===== config.mk =====
export PLATFORM = sky130hd
export DESIGN_NAME = synth_cfg_port
export DESIGN_NICKNAME = d
export VERILOG_FILES = /design/src/rtl/synth_cfg_pkg.sv /design/src/rtl/sync_chain.sv /design/src/rtl/cfg_shifter.sv /design/src/rtl/cfg_latch.sv /design/src/rtl/synth_cfg_port.sv
export SDC_FILE = /design/constraint.sdc
export NUM_CORES = 1
export LEC_CHECK = 0
export ABC_AREA = 1
export BUFFER_PORTS_ARGS = -buffer_cell sky130_fd_sc_hd__buf_2
export CAP_MARGIN = 25
export CORE_ASPECT_RATIO = 1.75
export CORE_UTILIZATION = 25
export CTS_CLUSTER_DIAMETER = 120
export DETAILED_ROUTE_END_ITERATION = 6
export HOLD_SLACK_MARGIN = 0.15
export MAX_ROUTING_LAYER = met4
export PLACE_DENSITY_LB_ADDON = 0.08
export SLEW_MARGIN = 20
export SYNTH_ARGS = -nofsm -noshare
export SYNTH_HDL_FRONTEND = slang
export SYNTH_SLANG_ARGS = --single-unit

===== constraint.sdc =====
create_clock -name clk -period 3.8 [get_ports clk]
set_clock_uncertainty 0.05 [all_clocks]
set_input_delay 0 -clock clk [delete_from_list [all_inputs] [get_ports clk]]
set_output_delay 0 -clock clk [all_outputs]
set_load 0.02 [all_outputs]

===== src/rtl/synth_cfg_pkg.sv =====
// Shared field widths and the packed configuration word.
// Assumes the fixed field order test select, post divider, feedback divider (MSB first).
package synth_cfg_pkg;
    localparam int T_W    = 3;
    localparam int N_W    = 2;
    localparam int M_W    = 9;
    localparam int WORD_W = T_W + N_W + M_W;

    typedef struct packed {
        logic [T_W-1:0] tsel;
        logic [N_W-1:0] ndiv;
        logic [M_W-1:0] mdiv;
    } cfg_word_t;
endpackage


===== src/rtl/sync_chain.sv =====
// Multi-bit, multi-stage flop synchronizer.
// Assumes each bit is quasi-static over several clk periods; bits are synchronized independently.
module sync_chain #(
    parameter int W      = 4,
    parameter int STAGES = 2
) (
    input  logic         clk,
    input  logic         rst_n,
    input  logic [W-1:0] async_in,
    output logic [W-1:0] sync_out
);
    logic [W-1:0] stg [STAGES];

    // First stage samples the asynchronous inputs.
    always_ff @(posedge clk) begin
        if (!rst_n) stg[0] <= '0;
        else        stg[0] <= async_in;
    end

    for (genvar k = 1; k < STAGES; k++) begin : g_stage
        // Each later stage re-registers the previous one.
        always_ff @(posedge clk) begin
            if (!rst_n) stg[k] <= '0;
            else        stg[k] <= stg[k-1];
        end
    end

    assign sync_out = stg[STAGES-1];
endmodule


===== src/rtl/cfg_shifter.sv =====
// Serial shift register for the configuration word; new bits enter at the LSB.
// Assumes shift_en is a single-cycle pulse per serial clock edge.
module cfg_shifter
    import synth_cfg_pkg::*;
(
    input  logic              clk,
    input  logic              rst_n,
    input  logic              shift_en,
    input  logic              bit_in,
    output logic [WORD_W-1:0] word
);
    // Shift left by one on every enabled cycle.
    always_ff @(posedge clk) begin
        if (!rst_n)        word <= '0;
        else if (shift_en) word <= {word[WORD_W-2:0], bit_in};
    end
endmodule


===== src/rtl/cfg_latch.sv =====
// Configuration register shared by the serial and parallel load paths.
// Parallel wins a same-cycle collision; out-of-range feedback codes are refused.
// Assumes ser_evt and par_evt are single-cycle pulses.
module cfg_latch
    import synth_cfg_pkg::*;
#(
    parameter int M_MIN   = 160,
    parameter int M_MAX   = 510,
    parameter int M_RESET = 200
) (
    input  logic           clk,
    input  logic           rst_n,
    input  logic           ser_evt,
    input  logic           par_evt,
    input  cfg_word_t      ser_word,
    input  logic [M_W-1:0] par_m,
    input  logic [N_W-1:0] par_n,
    output cfg_word_t      cfg,
    output logic           reject
);
    localparam logic [M_W-1:0] MIN_C = M_W'(M_MIN);
    localparam logic [M_W-1:0] MAX_C = M_W'(M_MAX);
    localparam logic [M_W-1:0] RST_C = M_W'(M_RESET);

    cfg_word_t cand;
    logic      upd;
    logic      in_range;

    // Pick the candidate word: the parallel path keeps the current test select.
    always_comb begin
        upd = ser_evt | par_evt;
        if (par_evt) cand = '{tsel: cfg.tsel, ndiv: par_n, mdiv: par_m};
        else         cand = ser_word;
        in_range = (cand.mdiv >= MIN_C) && (cand.mdiv <= MAX_C);
    end

    // Commit an in-range candidate, otherwise flag the refusal.
    always_ff @(posedge clk) begin
        if (!rst_n) begin
            cfg    <= '{tsel: '0, ndiv: '0, mdiv: RST_C};
            reject <= 1'b0;
        end else begin
            reject <= upd & ~in_range;
            if (upd && in_range) cfg <= cand;
        end
    end
endmodule


===== src/rtl/synth_cfg_port.sv =====
// Top of the synthesizer configuration port: synchronizes the serial and strobe
// inputs, detects their rising edges, and drives the shifter, the latch and the readback.
// Assumes all serial and strobe inputs stay stable for more than SYNC_STAGES+1 clk periods.
module synth_cfg_port
    import synth_cfg_pkg::*;
#(
    parameter int SYNC_STAGES = 2,
    parameter int M_MIN       = 160,
    parameter int M_MAX       = 510,
    parameter int M_RESET     = 200
) (
    input  logic           clk,
    input  logic           rst_n,
    input  logic           ser_clk,
    input  logic           ser_data,
    input  logic           ser_load,
    input  logic           par_load,
    input  logic [M_W-1:0] par_m,
    input  logic [N_W-1:0] par_n,
    output logic [T_W-1:0] test_sel,
    output logic [N_W-1:0] post_div,
    output logic [M_W-1:0] fb_div,
    output logic           cfg_reject,
    output logic           scan_out
);
    logic [3:0]        lvl;
    logic [2:0]        prev_q;
    logic              sck_rise;
    logic              ser_evt;
    logic              par_evt;
    logic              par_lvl;
    logic [WORD_W-1:0] sr_word;
    cfg_word_t         cfg;

    sync_chain #(.W(4), .STAGES(SYNC_STAGES)) u_sync (
        .clk      (clk),
        .rst_n    (rst_n),
        .async_in ({par_load, ser_load, ser_data, ser_clk}),
        .sync_out (lvl)
    );

    // Remember last synchronized levels of the clock and both strobes.
    always_ff @(posedge clk) begin
        if (!rst_n) prev_q <= '0;
        else        prev_q <= {lvl[3], lvl[2], lvl[0]};
    end

    assign sck_rise = lvl[0] & ~prev_q[0];
    assign ser_evt  = lvl[2] & ~prev_q[1];
    assign par_evt  = lvl[3] & ~prev_q[2];
    assign par_lvl  = lvl[3];

    cfg_shifter u_shift (
        .clk      (clk),
        .rst_n    (rst_n),
        .shift_en (sck_rise),
        .bit_in   (lvl[1]),
        .word     (sr_word)
    );

    cfg_latch #(.M_MIN(M_MIN), .M_MAX(M_MAX), .M_RESET(M_RESET)) u_latch (
        .clk      (clk),
        .rst_n    (rst_n),
        .ser_evt  (ser_evt),
        .par_evt  (par_evt),
        .ser_word (cfg_word_t'(sr_word)),
        .par_m    (par_m),
        .par_n    (par_n),
        .cfg      (cfg),
        .reject   (cfg_reject)
    );

    // Readback latch: transparent to the oldest bit while the parallel strobe holds it in reset.
    always_ff @(posedge clk) begin
        if (!rst_n)       scan_out <= 1'b0;
        else if (par_lvl) scan_out <= sr_word[WORD_W-1];
    end

    assign test_sel = cfg.tsel;
    assign post_div = cfg.ndiv;
    assign fb_div   = cfg.mdiv;
endmodule


==> impl_metrics.csv <==
group,metric,value,unit
min_path,min_path_type,"in2reg",
logic_synthesis,ys.warnings.count,0,
clocking,clk_pin_slew,0.06,ns
pwr,vdd_drop_max,0.254,mV
worst_setup_path,critPathMaxFanout,17,
route,drt_pre_antenna_iters,4,
logic_synthesis,synth_area_per_cell,7.06,µm²
timing,period_share,53.4,%
timing,setup_viol,0,
pwr,pwr_density_cell,470,nW/µm²
route,wirelength,3.97,mm
timing,setup_tns,0,ns
final_layout,nets,308,
timing,fmax,493,MHz
final_layout,drive_gt1_share,21.2,%
place,place_congestion,0.726,
final_layout,seq_area,821,µm²
worst_setup_path,cp.arrival,2.15,ns
clocking,cts_root_buf,"clkbuf_16",
floorplanning,die_area,7300,µm²
worst_setup_path,crit_required,3.93,ns
route,antenna_left,0,
timing,fin_hold_ws,0.171,ns
logic_synthesis,synth_cells,246,
final_layout,num_antenna_cells,0,
timing,post-route-min-period,2.03,ns
final_layout,final_area,2270,µm²
worst_setup_path,rr_worst_depth,9,
logic_synthesis,syn_nets,263,
global_route,antenna_found_initial,0,
place,hpwl,2.81,mm
worst_setup_path,slowest_delay,0.57,ns
timing,slew_violations,0,
logic_synthesis,synth_area,1740,µm²
worst_setup_path,reg2reg_slack,1.77,ns
route,vias_per_cell,3.95,
final_layout,final_common_cell,"nand2_1",
clocking,cts.repair.resized,0,
final_layout,multi_input_area,673,µm²
run,max_cap_viol_count,0,
clocking,insertion_delay,0.28,ns
floorplanning,fp-row-count,39,
worst_setup_path,cp-startpoint,"u_sync.stg[1][3]$_SDFF_PN0_",
clocking,clockBufferDepth,2,
logic_synthesis,ys_seq_elements,41,
final_layout,fillers,778,
floorplanning,ioPinCount,33,
global_route,grt_usage,12.5,%
logic_synthesis,ys_types,20,
worst_setup_path,endpoint,"u_latch.cfg[9]$_SDFFE_PN0P_",
clocking,tritoncts,"built",
global_route,grt_pass1_vias,1470,
place,place_area,1950,µm²
worst_setup_path,critPathKind,"reg2reg",
worst_setup_path,crit_path_top_delay_cell,"dfxtp_1",
global_route,grt_pass1_wl,6.68,mm
clocking,cts_buffers,5,
timing,finalHoldViolCount,0,
outcome,outcome,"completed",
worst_setup_path,r2r-end,"u_latch.cfg[9]$_SDFFE_PN0P_",
clocking,cts_sinks,41,
worst_setup_path,crit_path_start_kind,"flop",
route,drc,0,
route,vias,1479,
worst_setup_path,r2r_start,"u_sync.stg[1][3]$_SDFF_PN0_",
timing,worst_pin_slew,0.713,ns
timing,grt_setup_unrepaired,"no",
floorplanning,start_util,26.2,%
place,portBuffers,32,
floorplanning,fp.dieW,65.0,µm
logic_synthesis,yosysSeqAreaShare,47.2,%
global_route,overflow,0,
timing,relSlewSlack,52.5,%
pwr,p_leak,1.15,nW
worst_setup_path,path_cells,"nand2_4, o21ai_0, nor2_1, nand3_2, nand2_2, nor2_2, nand2_1, nand2_1, nor2_1",
final_layout,layout_common_cells,"59 x nand2_1, 48 x inv_1, 41 x dfxtp_1",
final_layout,syn2layout_area_growth,30.5,%
floorplanning,die_h,112,µm
floorplanning,coreArea,6640,µm²
route,drt-initial-drc-count,43,
worst_setup_path,worst_setup_path_end_kind,"flop",
route,wl_per_cell,10.6,µm
global_route,grt_max_degree,42,
clocking,htreeDepth,2,
-- where the power goes --
part	total (mW)	internal [mW]	leakage (nW)	switching, mW
sequential	0.460	0.449	0.335	0.0102
clock	0.500	0.328	0.0831	0.172
combinational	0.107	0.0436	0.737	0.0632
-- registers in the layout, indices dropped and copies added, names as in the netlist --
name / count
prev_q: 3
u_latch.cfg: 14
scan_out: 1
u_shift.word: 14
u_sync.stg: 8
u_latch.reject: 1
-- worst max-delay path, delay by kind of cell (launching register included) --
kind / cells / cell delay [ns]
AOI/OAI and AO/OA: 1 / 0.27
and+or+nand+nor: 8 / 1.03
DFF: 1 / 0.57
-- worst min path at each step --
stage	to	start	slack [ns]	cells past startpoint
3_3_place_gp	u_sync.stg[0][2]$_SDFF_PN0_	ser_load	0.13	3
4_1_cts	u_latch.cfg[8]$_SDFFE_PN0P_	par_m[8]	0.18	7
5_1_grt	u_latch.cfg[7]$_SDFFE_PN1P_	rst_n	0.27	2
2_1_floorplan	u_sync.stg[0][2]$_SDFF_PN0_	ser_load	0.04	2
6_report	u_latch.cfg[8]$_SDFFE_PN0P_	par_m[8]	0.17	7
3_5_place_dp	u_sync.stg[0][2]$_SDFF_PN0_	ser_load	0.13	3
-- area by class of cell --
class | instances | share of cell area, %
Clock buffer | 6 | 6.12
Clock inverter | 2 | 1.65
Inverter | 50 | 8.27
Multi-Input combinational cell | 146 | 29.7
Sequential cell | 41 | 36.2
Tap cell | 82 | 4.52
Timing Repair Buffer | 47 | 13.6
-- timing repair --
action                    4_1_cts  5_1_grt
buffers inserted                0        0
hold buffers                   14        0
hold endpoints to repair       14        0
-- routing by layer --
metal / wire length (µm) / GRT usage (%) / up-vias
met2: 2080 / 22.6 / 27
met1: 1680 / 12.0 / 624
met4: 89 / 6.09 / 0
li1: - / - / 819
met3: 121 / 2.85 / 9
met5: 0 / - / -
-- cells by family after synthesis --
| family | count (synthesis) | share of synthesized area [%] |
|---|---|---|
| simple gates | 114 | 28.6 |
| buf+inv | 59 | 14.0 |
| flops | 41 | 47.2 |
| compound gates | 30 | 8.85 |
| mux | 2 | 1.30 |
-- synthesized netlist by cell type --
cell      instances  area (µm²)
nor2_2            2        12.5
nand2_4           1        11.3
o21ai_2           1        8.76
nand4_1           2        12.5
inv_1            48         180
nand3_2           1        10.0
buf_1             1        3.75
dfxtp_1          41         821
mux2_2            2        22.5
nand3b_1          1        7.51
a21oi_1          11        55.1
buf_6             3        33.8
o21ai_1           1        5.00
nand3_1           9        45.0
nor2_1           27         101
inv_2             2        7.51
nand2_2          12        75.1
nand2_1          59         221
o21ai_0          17        85.1
clkbuf_1          5        18.8
-- through the flow --
stage               worst slack (ns)  power [mW]  utilization [%]  instances
global route                    1.54        1.12             34.2        374
detailed placement              1.75       0.567             29.4        352
CTS                             1.74        1.09             34.2        374
finish                          1.77        1.07             34.2        374
global placement                1.80       0.567             29.4        352
floorplan                       2.28       0.537                -        246
Power figures use the tool's default switching activity.
